`config.mk`:
```
export PLATFORM = sky130hd
export DESIGN_NAME = ide_byte_bridge
export DESIGN_NICKNAME = d
export VERILOG_FILES = /design/src/rtl/ide_byte_bridge.sv
export SDC_FILE = /design/constraint.sdc
export NUM_CORES = 1
export LEC_CHECK = 0
export BUFFER_PORTS_ARGS = -buffer_cell sky130_fd_sc_hd__buf_2
export CORE_UTILIZATION = 27
export CTS_CLUSTER_SIZE = 12
export DETAILED_ROUTE_END_ITERATION = 8
export PLACE_DENSITY = 0.58
export SYNTH_ARGS = -nofsm -noshare
export SYNTH_HDL_FRONTEND = slang
export SYNTH_SLANG_ARGS = --single-unit
```
`constraint.sdc`:
```
create_clock -name clk -period 4.15 [get_ports clk]
set_input_delay 0.6225 -clock clk [delete_from_list [all_inputs] [get_ports clk]]
set_output_delay 0.6225 -clock clk [all_outputs]
set_load 0.01 [all_outputs]
```
`src/rtl/ide_byte_bridge.sv`:
```
module ide_byte_bridge #(
  parameter logic [9:0] BASE = 10'h300
) (
  input  logic        clk,
  input  logic        rst_n,
  input  logic [9:0]  bus_addr,
  input  logic        bus_rd,
  input  logic        bus_wr,
  input  logic [7:0]  bus_wdata,
  output logic [7:0]  bus_rdata,
  output logic [2:0]  ide_reg,
  output logic        ide_rd,
  output logic        ide_wr,
  output logic [15:0] ide_wdata,
  input  logic [15:0] ide_rdata
);
  localparam int WIN_LSB = 5;

  logic       phase;
  logic [7:0] hold;

  wire in_win  = bus_addr[9:WIN_LSB] == BASE[9:WIN_LSB];
  wire one_stb = bus_rd ^ bus_wr;
  wire rd_data = in_win & bus_rd & ~bus_wr & (bus_addr[4:0] == 5'h00);
  wire wr_data = in_win & bus_wr & ~bus_rd & (bus_addr[4:0] == 5'h10);
  wire reg_hit = in_win & one_stb & (bus_addr[4:3] == 2'b00) & (bus_addr[2:0] != 3'd0);

  assign ide_rd    = (rd_data & ~phase) | (reg_hit & bus_rd);
  assign ide_wr    = (wr_data & phase) | (reg_hit & bus_wr);
  assign ide_reg   = reg_hit ? bus_addr[2:0] : 3'd0;
  assign ide_wdata = reg_hit ? {8'h00, bus_wdata} : {bus_wdata, hold};
  assign bus_rdata = rd_data ? (phase ? hold : ide_rdata[7:0]) :
                     (reg_hit & bus_rd) ? ide_rdata[7:0] : 8'h00;

  always_ff @(posedge clk or negedge rst_n) begin
    if (!rst_n) begin
      phase <= 1'b0;
      hold  <= 8'h00;
    end else if (reg_hit) begin
      phase <= 1'b0;
    end else if (rd_data | wr_data) begin
      phase <= ~phase;
      if (!phase) hold <= rd_data ? ide_rdata[15:8] : bus_wdata;
    end
  end

  p_strobes_exclusive_r10: assert property (@(posedge clk) disable iff (!rst_n)
    !(ide_rd && ide_wr));
  p_drive_rd_needs_host_rd_r2: assert property (@(posedge clk) disable iff (!rst_n)
    ide_rd |-> (bus_rd && !bus_wr && in_win));
  p_read_captures_high_r3: assert property (@(posedge clk) disable iff (!rst_n)
    (rd_data && ide_rd) |=> (hold == $past(ide_rdata[15:8])));
  p_write_stores_low_r5: assert property (@(posedge clk) disable iff (!rst_n)
    (wr_data && !ide_wr) |=> (hold == $past(bus_wdata)));
  p_phase_toggles_r8: assert property (@(posedge clk) disable iff (!rst_n)
    (rd_data || wr_data) |=> (phase != $past(phase)));
  p_reg_clears_phase_r8: assert property (@(posedge clk) disable iff (!rst_n)
    reg_hit |=> !phase);
  p_idle_keeps_state_r7: assert property (@(posedge clk) disable iff (!rst_n)
    !(rd_data || wr_data || reg_hit) |=> ($stable(phase) && $stable(hold)));
endmodule

```
=== Yosys cells after proc, flatten, opt, wreduce, memory -nomap -nowiden ===
Cells that the tools add are included.

* Equal/unequal tests: 2
* Muxes and demuxes: 8
* Bitwise logic cells: 21
* Reduce and logical (&&, ||, !) cells: 5

{| class="wikitable"
|+ Operators by type and width
! cell !! count
|-
| $mux 8 || 4
|-
| $mux 16 || 1
|-
| $and 1x1->1 || 13
|-
| $eq 5x5->1 const B || 2
|-
| $logic_not 5->1 || 1
|-
| $not 1->1 || 4
|-
| $mux 3 || 1
|-
| $or 1x1->1 || 3
|-
| $reduce_and 3->1 || 1
|-
| $reduce_bool 3->1 || 1
|-
| $logic_not 2->1 || 1
|-
| $mux 1 || 2
|-
| $reduce_bool 2->1 || 1
|-
| $xor 1x1->1 || 1
|}

* Flip-flop bits (word level): 9
* Input port bits: 38
* Output and inout port bits: 29
* Word-level logic and storage cells: 38

=== Depth between registers and ports, before layout ===
* Word-level depth: 7
* Depth in mapped cells: 6
* Depth with buffers taken out: 4

=== Worst setup path after synthesis ===
OpenSTA, ideal clock, no wires.

* Path type: input-to-output
* Start point: in bus_addr[3]
* End point: out ide_wdata[0]
* Arrival time: 1.754 ns
* Required time: 3.527 ns
* Setup slack: 1.774 ns
* Stages on the path: 6
* Path buffers: 2
* Path through: nor4b_4 > and2_1 > buf_4 > nand3_2 > buf_6 > mux2_4

* Word-level cells in the longest chain between the ends: 4

{| class="wikitable"
|+ Ends and longest elaborated chain
! what !! line !! source
|-
| from (decl) || 6 || <nowiki>input logic [9:0] bus_addr,</nowiki>
|-
| $logic_not 2->1 || 26 || <nowiki>wire reg_hit = in_win & one_stb & (bus_addr[4:3] == 2'b00) & (bus_addr[2:0] != 3'd0);</nowiki>
|-
| $and 1x1->1 (2 in series) || 26 ||
|-
| $mux 16 || 31 || <nowiki>assign ide_wdata = reg_hit ? {8'h00, bus_wdata} : {bus_wdata, hold};</nowiki>
|-
| to (decl) || 14 || <nowiki>output logic [15:0] ide_wdata,</nowiki>
|}

No other way between the ends.

=== Worst setup path after layout ===
* Start point: in bus_addr[3]
* End point: out ide_wdata[4]

Same word-level chain as after synthesis.

==> metrics.yaml <==
clock_tree:
  htree_num_levels: 1
  clockRootBuffer: "clkbuf_4"
  clock_latency_ns: 0.26
  post_cts_buffers: 0
  cts_hold_buf: 0
  cts-buffers-inserted: 3
  path_clk_slew_ns: 0.06
  post_cts_resized: 0
  cts.path.max_buffers: 2
  clock-sinks: 9
  cts_tree: "built"
power:
  p_per_area_mw_per_mm2: 159
  p_total_mw: 0.205
  p_seq_share_pct: 43.3
  leakagePower_nw: 0.767
  p_sw_mw: 0.0545
  power_frac_clock_pct: 32.2
  internal_power_mw: 0.151
  swShare_pct: 26.6
  comb_power_share_pct: 24.4
  vdd_ir_drop_max_mv: 0.0772
die:
  die_y_um: 60.3
  initial_core_util_pct: 29.3
  dieArea_mm2: 0.00363
  core_mm2: 0.00313
  fp.dieW_um: 60.3
  ioPinCount: 67
  row_count: 20
global_route:
  grtUsageTotal_pct: 14.2
  grt_pass1_wl_um: 3900
  grt_max_degree: 21
  use_met1_pct: 16.0
  overflow: 0
  antenna_found_initial: 0
  met3_usage_pct: 3.46
  grt_pass1_vias: 903
  globalRouteMet2Util_pct: 25.1
  busiest_layer: "met2"
routing:
  vias: 979
  drc: 0
  wl_per_cell_um: 12.3
  wirelength_um: 2550
  drt-pass1-iter-count: 4
  drt_first_iter_violations: 19
  drtAntennaViolNets: 0
  vias_per_cell: 4.73
synth:
  synth_cells: 99
  ys_ff_latch: 9
  synth_top_area_cell: "dfrtp_1"
  yosys-top-cells-area: "dfrtp_1 (25%), mux2_4 (13%), mux2i_1 (8.7%)"
  async_reset_ff_share_pct: 100
  ys.warnings.count: 0
  synth-edff-count: 0
  yosysSeqAreaShare_pct: 24.6
  synth_nets: 137
  synth_top_area_share_pct: 24.6
  synth.distinct_cells: 33
  synth_area_um2: 917
  ys.flop_type: "dfrtp_1"
  synth.avg_cell_area_um2: 9.26
setup_path:
  r2r_cells: 4
  arrival_ns: 2.44
  cp.required_ns: 3.53
  startpoint: "bus_addr[3]"
  reg2reg_from: "phase$_DFFE_PN0P_"
  slowest_delay_ns: 0.44
  crit_path_frequent_cell: "buf_2"
  rrSetupSlack_ns: 2.40
  start_kind: "input port"
  cp_slowest_cell: "nand3_2"
  cp-end-kind: "output port"
  critical_path.cell_chain: "buf_2 > nor4b_4 > and2_1 > nand3_2 > mux2_4 > buf_2"
  crit_fanout: 20
  critPathKind: "input port to output port"
layout:
  syn_to_final_growth_pct: 40.8
  drive_gt1_share_pct: 50.9
  final_common_cell: "buf_2"
  most-common-layout-cells: "buf_2 (66), nand2_1 (10), and2_1 (9), dfrtp_1 (9)"
  num_antenna_cells: 0
  fill_cells: 321
  nets: 202
  design_area_mm2: 0.00129
timing:
  slew_headroom_pct: 32.1
  fin_skew_ns: 0.00565
  rsz0062_at_grt: "false"
  setup_viol: 0
  max_freq_mhz: 327
  final-max-slew-violation-count: 0
  fin_crit_ns: 3.06
  worstMarginPinSlew_ns: 1.02
  period_share_pct: 73.7
  fin_tns_setup_ns: 0
  finalHoldViolCount: 0
outcome:
  outcome: "complete, no violations"
run:
  maxCapViolations: 0
placed_design:
  placed_cell_area_mm2: 0.00126
  gp_congestion: 0.726
  io_buffers: 66
  dp_hpwl_um: 2050
min_path:
  hold_path.class: "input port to async pin"
==> final timing paths <==
check | endpoint
min reg2reg | hold[3]$_DFFE_PN0P_
max reg2reg | hold[3]$_DFFE_PN0P_
max in group asynchronous | hold[3]$_DFFE_PN0P_
min in group clk | hold[3]$_DFFE_PN0P_
min | hold[0]$_DFFE_PN0P_
max | ide_wdata[4]
==> metal layers <==
metal  up-vias  share of wire [%]  wire length, um
met5         -                  0                0
met4         0                1.6               40
met3         4                5.2              132
met2        34                 53             1340
met1       450                 41             1040
li1        491                  -                -
==> critical path, delay by kind of cell <==
kind | cells | cell delay (ns)
simple gates | 3 | 1.11
mux | 1 | 0.44
buf+inv | 2 | 0.25
==> cell type report <==
| type | instances | area [um2] | share of cell area [%] |
|---|---|---|---|
| Sequential cell | 9 | 225 | 17.4 |
| Inverter | 4 | 15.0 | 1.16 |
| Tap cell | 44 | 55.1 | 4.26 |
| Multi-Input combinational cell | 80 | 639 | 49.5 |
| Timing Repair Buffer | 66 | 330 | 25.6 |
| Clock buffer | 4 | 26.3 | 2.03 |
==> kinds of logic after synthesis <==
kind of cell	after synthesis	share of synthesized area, %
XOR/XNOR	1	0.955
AO/OA/AOI/OAI	23	17.6
AND/OR/NAND/NOR	40	29.3
buffers and inverters	10	5.73
multiplexers	16	21.8
flip-flops	9	24.6
==> cells in the mapped netlist, types with 2 or more instances <==
library cell,instances
nand2_1,10
and2_1,9
dfrtp_1,9
a22o_1,8
mux2_4,8
mux2i_1,8
o21ai_0,8
and3_1,4
inv_1,4
nor2_1,4
a31oi_1,2
buf_2,2
nand3_1,2
nor2b_1,2
==> state kept, by name, indices dropped and copies added (netlist names) <==
register  flops
hold          8
phase         1
==> power groups by stage <==
stage / registers, mW / logic (mW) / clock network [mW]
after floorplan: 0.0904 / 0.0193 / 0
after global placement: 0.0905 / 0.0495 / 0
after detailed placement: 0.0905 / 0.0504 / 0
after CTS: 0.0889 / 0.0505 / 0.0694
after global routing: 0.0889 / 0.0556 / 0.0750
final: 0.0889 / 0.0501 / 0.0662
==> per-stage QoR <==
| step | hold WS (ns) | util, % | instances | worst slack, ns |
|---|---|---|---|---|
| 6_report | 0.198 | 41.3 | 207 | 1.09 |
| 5_1_grt | 0.197 | 41.3 | 207 | 0.952 |
| 4_1_cts | 0.201 | 41.3 | 207 | 1.08 |
| 3_5_place_dp | 0.484 | 40.4 | 203 | 1.08 |
| 3_3_place_gp | 0.483 | 40.4 | 203 | 1.16 |
| 2_1_floorplan | 0.327 | - | 99 | 1.77 |
Note: power is estimated with default switching activity, not from simulation.
